File: config.mk
export PLATFORM = sky130hd
export DESIGN_NAME = spi_burst_master
export DESIGN_NICKNAME = d
export VERILOG_FILES = /design/src/rtl/spi_burst_pkg.sv /design/src/rtl/spi_half_timer.sv /design/src/rtl/spi_shift_unit.sv /design/src/rtl/spi_burst_master.sv
export SDC_FILE = /design/constraint.sdc
export NUM_CORES = 1
export LEC_CHECK = 0
export BUFFER_PORTS_ARGS = -buffer_cell sky130_fd_sc_hd__buf_4
export CORE_MARGIN = 2
export CORE_UTILIZATION = 56
export CTS_CLUSTER_DIAMETER = 40
export CTS_CLUSTER_SIZE = 30
export DETAILED_ROUTE_END_ITERATION = 7
export GPL_ROUTABILITY_DRIVEN = 0
export PLACE_DENSITY = 0.81
export SYNTH_ARGS = -nofsm -noshare
export SYNTH_HDL_FRONTEND = slang
export SYNTH_SLANG_ARGS = --single-unit
File: constraint.sdc
create_clock -name clk -period 2.8 [get_ports clk]
set_input_delay 0.14 -clock clk [delete_from_list [all_inputs] [get_ports clk]]
set_output_delay 0.14 -clock clk [all_outputs]
set_load 0.02 [all_outputs]
File: src/rtl/spi_burst_pkg.sv
package spi_burst_pkg;

   typedef enum logic [2:0] {
      ST_IDLE,
      ST_LEAD,
      ST_FIRST,
      ST_SECOND,
      ST_TRAIL
   } burst_state_t;

   typedef struct packed {
      logic lsb_first;
      logic div_fast;
      logic sample_fall;
      logic idle_high;
   } link_cfg_t;

endpackage

File: src/rtl/spi_half_timer.sv
module spi_half_timer #(
   parameter int SLOW_DIV = 16,
   parameter int FAST_DIV = 8
) (
   input  logic clk,
   input  logic rst_n,
   input  logic run,
   input  logic fast,
   output logic tick
);
   localparam int SLOW_HALF = SLOW_DIV / 2;
   localparam int FAST_HALF = FAST_DIV / 2;
   localparam int CNT_W     = $clog2(SLOW_HALF);

   generate
      if (FAST_DIV < 4 || (FAST_DIV % 2) != 0 || (SLOW_DIV % 2) != 0 || FAST_DIV > SLOW_DIV) begin : g_bad_div
         $error("spi_half_timer: dividers must be even, at least 4, and FAST_DIV <= SLOW_DIV");
      end
   endgenerate

   logic [CNT_W-1:0] cnt_q;
   logic [CNT_W-1:0] limit;

   assign limit = fast ? CNT_W'(FAST_HALF - 1) : CNT_W'(SLOW_HALF - 1);
   assign tick  = run && (cnt_q == limit);

   always_ff @(posedge clk or negedge rst_n) begin
      if (!rst_n) begin
         cnt_q <= '0;
      end else if (!run || tick) begin
         cnt_q <= '0;
      end else begin
         cnt_q <= cnt_q + CNT_W'(1);
      end
   end

   // the half-period counter never passes its limit while running
   p_cnt_bound_r4: assert property (@(posedge clk) disable iff (!rst_n)
      run |-> (cnt_q <= limit));

endmodule

File: src/rtl/spi_shift_unit.sv
module spi_shift_unit #(
   parameter int DATA_W = 8
) (
   input  logic              clk,
   input  logic              rst_n,
   input  logic              load,
   input  logic [DATA_W-1:0] load_byte,
   input  logic              lsb_first,
   input  logic              advance,
   input  logic              sample,
   input  logic              miso,
   output logic              mosi_bit,
   output logic              last_bit,
   output logic [DATA_W-1:0] rx_byte,
   output logic              rx_strobe
);
   localparam int IDX_W = $clog2(DATA_W);

   generate
      if (DATA_W < 2) begin : g_bad_width
         $error("spi_shift_unit: DATA_W must be at least 2");
      end
   endgenerate

   logic [DATA_W-1:0] tx_q, rx_q, rx_next, rx_out_q;
   logic [IDX_W-1:0]  idx_q;
   logic              strobe_q;

   assign mosi_bit  = lsb_first ? tx_q[0] : tx_q[DATA_W-1];
   assign rx_next   = lsb_first ? {miso, rx_q[DATA_W-1:1]} : {rx_q[DATA_W-2:0], miso};
   assign last_bit  = (idx_q == IDX_W'(DATA_W - 1));
   assign rx_byte   = rx_out_q;
   assign rx_strobe = strobe_q;

   always_ff @(posedge clk or negedge rst_n) begin
      if (!rst_n) begin
         tx_q     <= '0;
         rx_q     <= '0;
         rx_out_q <= '0;
         idx_q    <= '0;
         strobe_q <= 1'b0;
      end else begin
         strobe_q <= 1'b0;
         if (load) begin
            tx_q  <= load_byte;
            idx_q <= '0;
         end else if (advance) begin
            tx_q  <= lsb_first ? (tx_q >> 1) : (tx_q << 1);
            idx_q <= idx_q + IDX_W'(1);
         end
         if (sample) begin
            rx_q <= rx_next;
            if (last_bit) begin
               rx_out_q <= rx_next;
               strobe_q <= 1'b1;
            end
         end
      end
   end

   // sampling never coincides with a data change on MOSI
   p_sample_apart_r6: assert property (@(posedge clk) disable iff (!rst_n)
      sample |-> !(advance || load));

   // one strobe per completed byte, never two in a row
   p_strobe_single_r2: assert property (@(posedge clk) disable iff (!rst_n)
      rx_strobe |=> !rx_strobe);

endmodule

File: src/rtl/spi_burst_master.sv
module spi_burst_master
   import spi_burst_pkg::*;
#(
   parameter int DATA_W   = 8,
   parameter int CNT_W    = 8,
   parameter int NUM_CS   = 2,
   parameter int SLOW_DIV = 16,
   parameter int FAST_DIV = 8,
   localparam int SEL_W   = (NUM_CS > 1) ? $clog2(NUM_CS) : 1
) (
   input  logic              clk,
   input  logic              rst_n,
   input  logic              start,
   input  logic [CNT_W-1:0]  num_bytes,
   input  logic [SEL_W-1:0]  cfg_cs_sel,
   input  logic              cfg_lsb_first,
   input  logic              cfg_div_fast,
   input  logic              cfg_sample_fall,
   input  logic              cfg_idle_high,
   input  logic [DATA_W-1:0] tx_data,
   output logic              tx_next,
   output logic [DATA_W-1:0] rx_data,
   output logic              rx_valid,
   output logic              busy,
   output logic              done,
   output logic              sclk,
   output logic              mosi,
   input  logic              miso,
   output logic [NUM_CS-1:0] cs_n
);

   generate
      if (NUM_CS < 1 || CNT_W < 1) begin : g_bad_cfg
         $error("spi_burst_master: NUM_CS and CNT_W must be at least 1");
      end
   endgenerate

   burst_state_t      state_q;
   link_cfg_t         cfg_q;
   logic [CNT_W-1:0]  left_q;
   logic              sclk_q, done_q, tx_next_q;
   logic [NUM_CS-1:0] cs_n_q, sel_hot;

   logic tick, accept, lead_lvl, load, advance, sample, mosi_bit, last_bit;

   // one-hot decode of the requested chip select
   genvar g;
   generate
      for (g = 0; g < NUM_CS; g++) begin : g_sel
         assign sel_hot[g] = (int'(cfg_cs_sel) == g);
      end
   endgenerate

   assign accept   = (state_q == ST_IDLE) && start && (num_bytes != '0) && (int'(cfg_cs_sel) < NUM_CS);
   assign lead_lvl = cfg_q.sample_fall;
   assign sample   = (state_q == ST_FIRST) && tick;
   assign advance  = (state_q == ST_SECOND) && tick && !last_bit;
   assign load     = accept || ((state_q == ST_SECOND) && tick && last_bit && (left_q != CNT_W'(1)));

   spi_half_timer #(
      .SLOW_DIV (SLOW_DIV),
      .FAST_DIV (FAST_DIV)
   ) timer_i (
      .clk   (clk),
      .rst_n (rst_n),
      .run   (state_q != ST_IDLE),
      .fast  (cfg_q.div_fast),
      .tick  (tick)
   );

   spi_shift_unit #(
      .DATA_W (DATA_W)
   ) shifter_i (
      .clk       (clk),
      .rst_n     (rst_n),
      .load      (load),
      .load_byte (tx_data),
      .lsb_first (cfg_q.lsb_first),
      .advance   (advance),
      .sample    (sample),
      .miso      (miso),
      .mosi_bit  (mosi_bit),
      .last_bit  (last_bit),
      .rx_byte   (rx_data),
      .rx_strobe (rx_valid)
   );

   always_ff @(posedge clk or negedge rst_n) begin
      if (!rst_n) begin
         state_q   <= ST_IDLE;
         cfg_q     <= '0;
         left_q    <= '0;
         sclk_q    <= 1'b0;
         cs_n_q    <= '1;
         done_q    <= 1'b0;
         tx_next_q <= 1'b0;
      end else begin
         done_q    <= 1'b0;
         tx_next_q <= 1'b0;
         case (state_q)
            ST_IDLE: begin
               sclk_q <= cfg_idle_high;
               if (accept) begin
                  cfg_q     <= '{lsb_first: cfg_lsb_first, div_fast: cfg_div_fast,
                                 sample_fall: cfg_sample_fall, idle_high: cfg_idle_high};
                  left_q    <= num_bytes;
                  cs_n_q    <= ~sel_hot;
                  tx_next_q <= 1'b1;
                  state_q   <= ST_LEAD;
               end
            end
            ST_LEAD: begin
               if (tick) begin
                  sclk_q  <= lead_lvl;
                  state_q <= ST_FIRST;
               end
            end
            ST_FIRST: begin
               if (tick) begin
                  sclk_q  <= ~lead_lvl;
                  state_q <= ST_SECOND;
               end
            end
            ST_SECOND: begin
               if (tick) begin
                  if (last_bit && (left_q == CNT_W'(1))) begin
                     sclk_q  <= cfg_q.idle_high;
                     state_q <= ST_TRAIL;
                  end else begin
                     sclk_q  <= lead_lvl;
                     state_q <= ST_FIRST;
                     if (last_bit) begin
                        left_q    <= left_q - CNT_W'(1);
                        tx_next_q <= 1'b1;
                     end
                  end
               end
            end
            ST_TRAIL: begin
               if (tick) begin
                  cs_n_q  <= '1;
                  done_q  <= 1'b1;
                  state_q <= ST_IDLE;
               end
            end
            default: state_q <= ST_IDLE;
         endcase
      end
   end

   assign busy    = (state_q != ST_IDLE);
   assign done    = done_q;
   assign tx_next = tx_next_q;
   assign sclk    = sclk_q;
   assign cs_n    = cs_n_q;
   assign mosi    = (state_q != ST_IDLE) ? mosi_bit : 1'b0;

   // never more than one select low
   p_single_cs_r3: assert property (@(posedge clk) disable iff (!rst_n)
      $countones(~cs_n_q) <= 1);

   // the select stays put through the whole burst
   p_cs_held_r1: assert property (@(posedge clk) disable iff (!rst_n)
      (busy && $past(busy)) |-> $stable(cs_n_q));

   // captured settings cannot move while a burst runs
   p_cfg_frozen_r9: assert property (@(posedge clk) disable iff (!rst_n)
      (busy && $past(busy)) |-> $stable(cfg_q));

   // done only while idle with every select released
   p_done_idle_r10: assert property (@(posedge clk) disable iff (!rst_n)
      done_q |-> ((state_q == ST_IDLE) && (&cs_n_q)));

   // done lasts one cycle
   p_done_single_r10: assert property (@(posedge clk) disable iff (!rst_n)
      done_q |=> !done_q);

endmodule

* Word level (Yosys, flattened, before mapping)
Cells that the tools add are included.
** Word-level totals
- Bits in registers :: 51
** Cells by class
- Add/subtract/negate cells :: 3
- Equal/unequal tests :: 15
- Multiplexer cells :: 38
- Bitwise logic cells :: 3
- Reductions and logical operators :: 26
** Operators by type and width (count)
- $mux 8 :: 8
- $mux 3 :: 10
- $pmux 8 s2 :: 1
- $pmux 3 s5 :: 1
- $ne 2x2->1 const B :: 7
- $mux 1 :: 13
- $reduce_and 5->1 :: 2
- $logic_and 1x1->1 :: 9
- $eq 8x1->1 const B :: 1
- $ne 8x1->1 const B :: 1
- $reduce_bool 8->1 :: 1
- $sub 8x1->8 const B :: 1
- $add 3x1->3 const B :: 2
- $eq 3x2->1 const B :: 2
- $eq 3x3->1 const B :: 2
- $reduce_bool 2->1 :: 3
- $mux 2 :: 2
- $pmux 1 s4 :: 1
- $pmux 2 s2 :: 1
- $reduce_and 2->1 :: 2
- $reduce_and 4->1 :: 1
- $reduce_bool 4->1 :: 1
- $eq 3x1->1 const B :: 1
- $eq 3x3->1 :: 1
- 8 further kinds :: 11

* Depth between registers and ports, before layout
- Depth in word-level cells :: 8
- Mapped depth :: 9
- Depth with buffers taken out :: 7

* Cells and area by module
A second synthesis with hierarchy kept.
** Unflattened totals
- Cell total of the unflattened synthesis :: 257
- Area total of the unflattened synthesis :: 2653.8 um2
** By module, submodules not included
- spi_shift_unit :: instances 1, cells each 121, area an instance 1326.3 um2, seq. area each 700.7 um2
- spi_burst_master :: instances 1, cells each 123, area an instance 1183.6 um2, seq. area each 503.0 um2
- spi_half_timer :: instances 1, cells each 13, area an instance 143.9 um2, seq. area each 75.1 um2

* Worst setup path after synthesis
No wires, ideal clock.
- Path type :: register to register
- Start :: register left_q[2]
- End :: register shifter_i.tx_q[2]
- Arrival :: 2187 ps
- Data required time :: 2667 ps
- Setup slack :: 480 ps
- Stages on the path, launching flop included :: 9
- Path buffers :: 2
- Period minus slack after synthesis :: 2320 ps
- Path through :: dfrtp_1 -> or4_1 -> buf_2 -> or4b_4 -> a41oi_4 -> inv_4 -> buf_6 -> nand2_1 -> o21ai_1
** Between the ends
- Word-level cells in the longest chain between the ends :: 4
- Elaborated cells on any way between the ends :: 5
- Classes of those cells :: eq/ne (1); mux (1); reduce/logical (3)
** RTL lines
- start, declared :: line spi_burst_master.sv:40 : logic [CNT_W-1:0] left_q;
- start signal, assigned :: line spi_burst_master.sv:106 : left_q <= num_bytes;
- start signal, assigned :: line spi_burst_master.sv:133 : left_q <= left_q - CNT_W'(1);
- $ne 8x1->1 * :: line spi_burst_master.sv:58 : assign load = accept || ((state_q == ST_SECOND) && tick && last_bit && (left_q != CNT_W'(1)));
- $logic_and 1x1->1 * :: line spi_burst_master.sv:58
- $logic_or 1x1->1 * :: line spi_burst_master.sv:58
- $mux 8 / $reduce_bool 2->1 (equally long branches)
- end signal, assigned :: line spi_shift_unit.sv:45 : tx_q <= load_byte;
- end signal, assigned :: line spi_shift_unit.sv:48 : tx_q <= lsb_first ? (tx_q >> 1) : (tx_q << 1);
- end, declared :: line spi_shift_unit.sv:25 : logic [DATA_W-1:0] tx_q, rx_q, rx_next, rx_out_q;
Every way passes the cells marked *; elsewhere a longest branch is shown, timed or not.
A chain may end at the register's enable or synchronous reset.

* Worst setup path in the final report
- Start :: register left_q[2]
- End :: register left_q[6]
** Between the ends
- Word-level cells in the longest chain between the ends :: 5
- Elaborated cells on any way between the ends :: 9
- Classes of those cells :: add/sub (1); eq/ne (2); mux (4); reduce/logical (2)
** RTL lines
- $sub 8x1->8 :: line spi_burst_master.sv:133
- $mux 8 :: line spi_burst_master.sv:132 : if (last_bit) begin
- $mux 8 :: line spi_burst_master.sv:126 : if (last_bit && (left_q == CNT_W'(1))) begin
- $mux 8 :: line spi_burst_master.sv:125 : if (tick) begin
- $pmux 8 s2 :: line spi_burst_master.sv:100 : case (state_q)
Parallel ways exist; a longest one is shown, timed or not. The select of a mux whose other input is x is not followed.

==> flow_summary.yaml <==
run_status:
  status: "complete, no violations"
clock_network:
  cts.sink_count: 51
  htreeDepth: 2
  cts.clk_slew.worst_paths_ns: 0.09
  cts_max_path_buffers: 2
  cts_made_buffers: 5
  cts_root_buffer: "clkbuf_8"
  cts_tree: "done"
  clk_latency_ns: 0.30
  post-cts-setup-buffers: 0
worst_setup_path:
  crit_start: "left_q[2]$_DFFE_PN0P_"
  crit_fanout: 15
  endpoint_kind: "register"
  slowest_stage: "or4_1"
  slowest_delay_ns: 0.63
  worstPathArrival_ns: 2.68
  reg2reg_from: "left_q[2]$_DFFE_PN0P_"
  ff2ff_setup_slack_ns: 0.31
  cp-start-kind: "register"
  cp.required_ns: 2.99
  crit_chain: "or4_1, or4b_4, a41oi_4, inv_4, a21oi_1, a21oi_2"
  crit_type: "reg -> reg"
placed_design:
  dp_hpwl_um: 3730
  dp.cells: 324
  io_buffers: 40
logic_synthesis:
  syn_nets: 268
  synth_seq_area_share_pct: 50.0
  synthFlopType: "dfrtp_1"
  yosys-top-cells-area: "dfrtp_1, mux2_2, nand2_1, ha_1, a21oi_1"
  synth_top_area_cell: "dfrtp_1"
  synth_seq_cells: 51
  yosysTopAreaCellShare_pct: 47.9
  yosysWarnings: 0
  async_reset_ff_share_pct: 100
  synth.avg_cell_area_um2: 10.8
  synthCells: 238
  yosysUniqueCellTypes: 43
  synthesis.area_um2: 2560
  synth_edf_count: 0
die:
  die_x_um: 71.6
  rows: 24
  core-area_um2: 4380
  dieArea_um2: 5130
  start_util_pct: 58.4
  chipHeight_um: 71.6
  ios: 41
detailed_routing:
  detail_route.wl_per_cell_um: 15.8
  viasPerCell: 5.86
  totalWireLength_um: 5250
  first_iter_violations: 126
  drt-pass1-iter-count: 4
  postRouteAntennaNets: 0
  drc: 0
  dr_total_vias: 1950
finish:
  antenna_cells: 0
  final_nets: 310
  syn2layout_area_growth_pct: 18.3
  final_cells: 333
  final_cell_mix: "dfrtp_1, buf_4, mux2_2"
  final_common_cell: "dfrtp_1"
  final_layout_size_suffix_gt1_share_pct: 34.5
  final_util_pct: 69.1
  fillers: 338
pwr:
  p_leak_nw: 1.41
  power-per-cell-area_nw_per_um2: 921
  irDropWorstVdd_v: 0.000601
  power.total_mw: 2.79
timing:
  worst_pin_slew_ns: 0.645
  finClkSkew_ns: 0.00659
  min_period_ns: 2.49
  finalSetupTns_ns: 0
  finalCritPeriodShare_pct: 88.8
  setup_violations: 0
  finalHoldViolations: 0
  grt_setup_unrepaired: "false"
  slew_viol_final: 0
  relSlewSlack_pct: 57.0
  whs_ns: 0.0369
  max_clock_freq_mhz: 402
global_routing:
  track_usage_pct: 22.0
  grt_overflow: 0
  antenna_found_initial: 0
  grt_pass1_vias: 1818
  grt_pass1_wl_um: 8710
  grt_max_degree: 52
worst_hold_path:
  worstHoldStart: "tx_data[5]"
  hold_path_class: "in -> reg"
flow_run:
  cap_violations: 0
cell type report:
cell class	count	area [um2]	share of cell area [%]
multi-input cells	166	1190	39.4
inverters	8	32.5	1.07
clock inverters	1	8.76	0.289
repair buffers	48	363	12.0
flip-flops and latches	51	1280	42.2
clock buffers	7	86.3	2.85
well taps	52	65.1	2.15
synth_stat cells (6+ instances only):
| master | n |
|---|---|
| dfrtp_1 | 49 |
| mux2_2 | 33 |
| nand2_1 | 23 |
| nor2_1 | 13 |
| a21oi_1 | 11 |
| o21ai_0 | 11 |
| clkbuf_1 | 10 |
| inv_1 | 7 |
| o21ai_1 | 7 |
| a22oi_1 | 6 |
| nand3_1 | 6 |
| nor3_1 | 6 |
power by group:
part | leakage (nW) | total, mW | internal (mW) | switching, mW
sequential | 0.643 | 1.25 | 0.988 | 0.261
clock | 0.0484 | 0.448 | 0.203 | 0.245
combinational | 0.722 | 1.09 | 0.521 | 0.569
total | 1.41 | 2.79 | 1.71 | 1.08
state kept, by name, indices dropped and copies added (netlist names), 3 cells and up:
signal	cells
left_q	8
cfg_q	3
shifter_i.rx_q	8
shifter_i.idx_q	3
shifter_i.tx_q	8
timer_i.cnt_q	3
state_q	3
shifter_i.rx_byte	8
path summary, 6_finish.rpt:
kind	to	cells after the start
max in group asynchronous	shifter_i.rx_byte[7]$_DFFE_PN0P_	2
worst max-delay path	left_q[6]$_DFFE_PN0P_	6
worst min-delay path	shifter_i.tx_q[5]$_DFFE_PN0P_	3
worst max register to register	left_q[6]$_DFFE_PN0P_	6
worst min register to register	timer_i.cnt_q[0]$_DFF_PN0_	1
min in group asynchronous	state_q[0]$_DFFE_PN0P_	2
critical path: cells and delay by family (launching register included):
family | cells | cell delay, ns
flip-flops | 1 | 0.43
AND/OR/NAND/NOR | 2 | 1.18
buffers and inverters | 1 | 0.15
AO/OA/AOI/OAI | 3 | 0.61
layer usage:
layer | part of all wire [%] | up-vias | global-route usage [%]
met3 | 5.2 | 6 | 5.77
met4 | 1.1 | 0 | 6.50
li1 | - | 950 | -
met1 | 45 | 940 | 30.3
met5 | 0 | - | 0
met2 | 48 | 54 | 34.5
per-stage QoR:
| stage | setup WS (ns) | instance area, um2 |
|---|---|---|
| after floorplan | 0.480 | 2560 |
| after global placement | 0.383 | 2920 |
| after detailed placement | 0.329 | 2920 |
| after CTS | 0.318 | 3030 |
| after global routing | 0.195 | 3030 |
| final | 0.313 | 3030 |
repair_timing:
action                                 4_1_cts  5_1_grt
resized for setup                            0        0
hold buffers                                 1        0
endpoints found under the hold margin       49        0
logic make-up after synthesis:
| kind of cell | synth area share (%) |
|---|---|
| DFF | 50.0 |
| and+or+nand+nor | 13.2 |
| xor gates and xnor gates | 0.342 |
| AOI/OAI and AO/OA | 14.4 |
| buffers and inverters | 3.57 |
| adders and majority gates | 2.44 |
| muxes | 16.1 |
(Power assumes the default switching activity.)
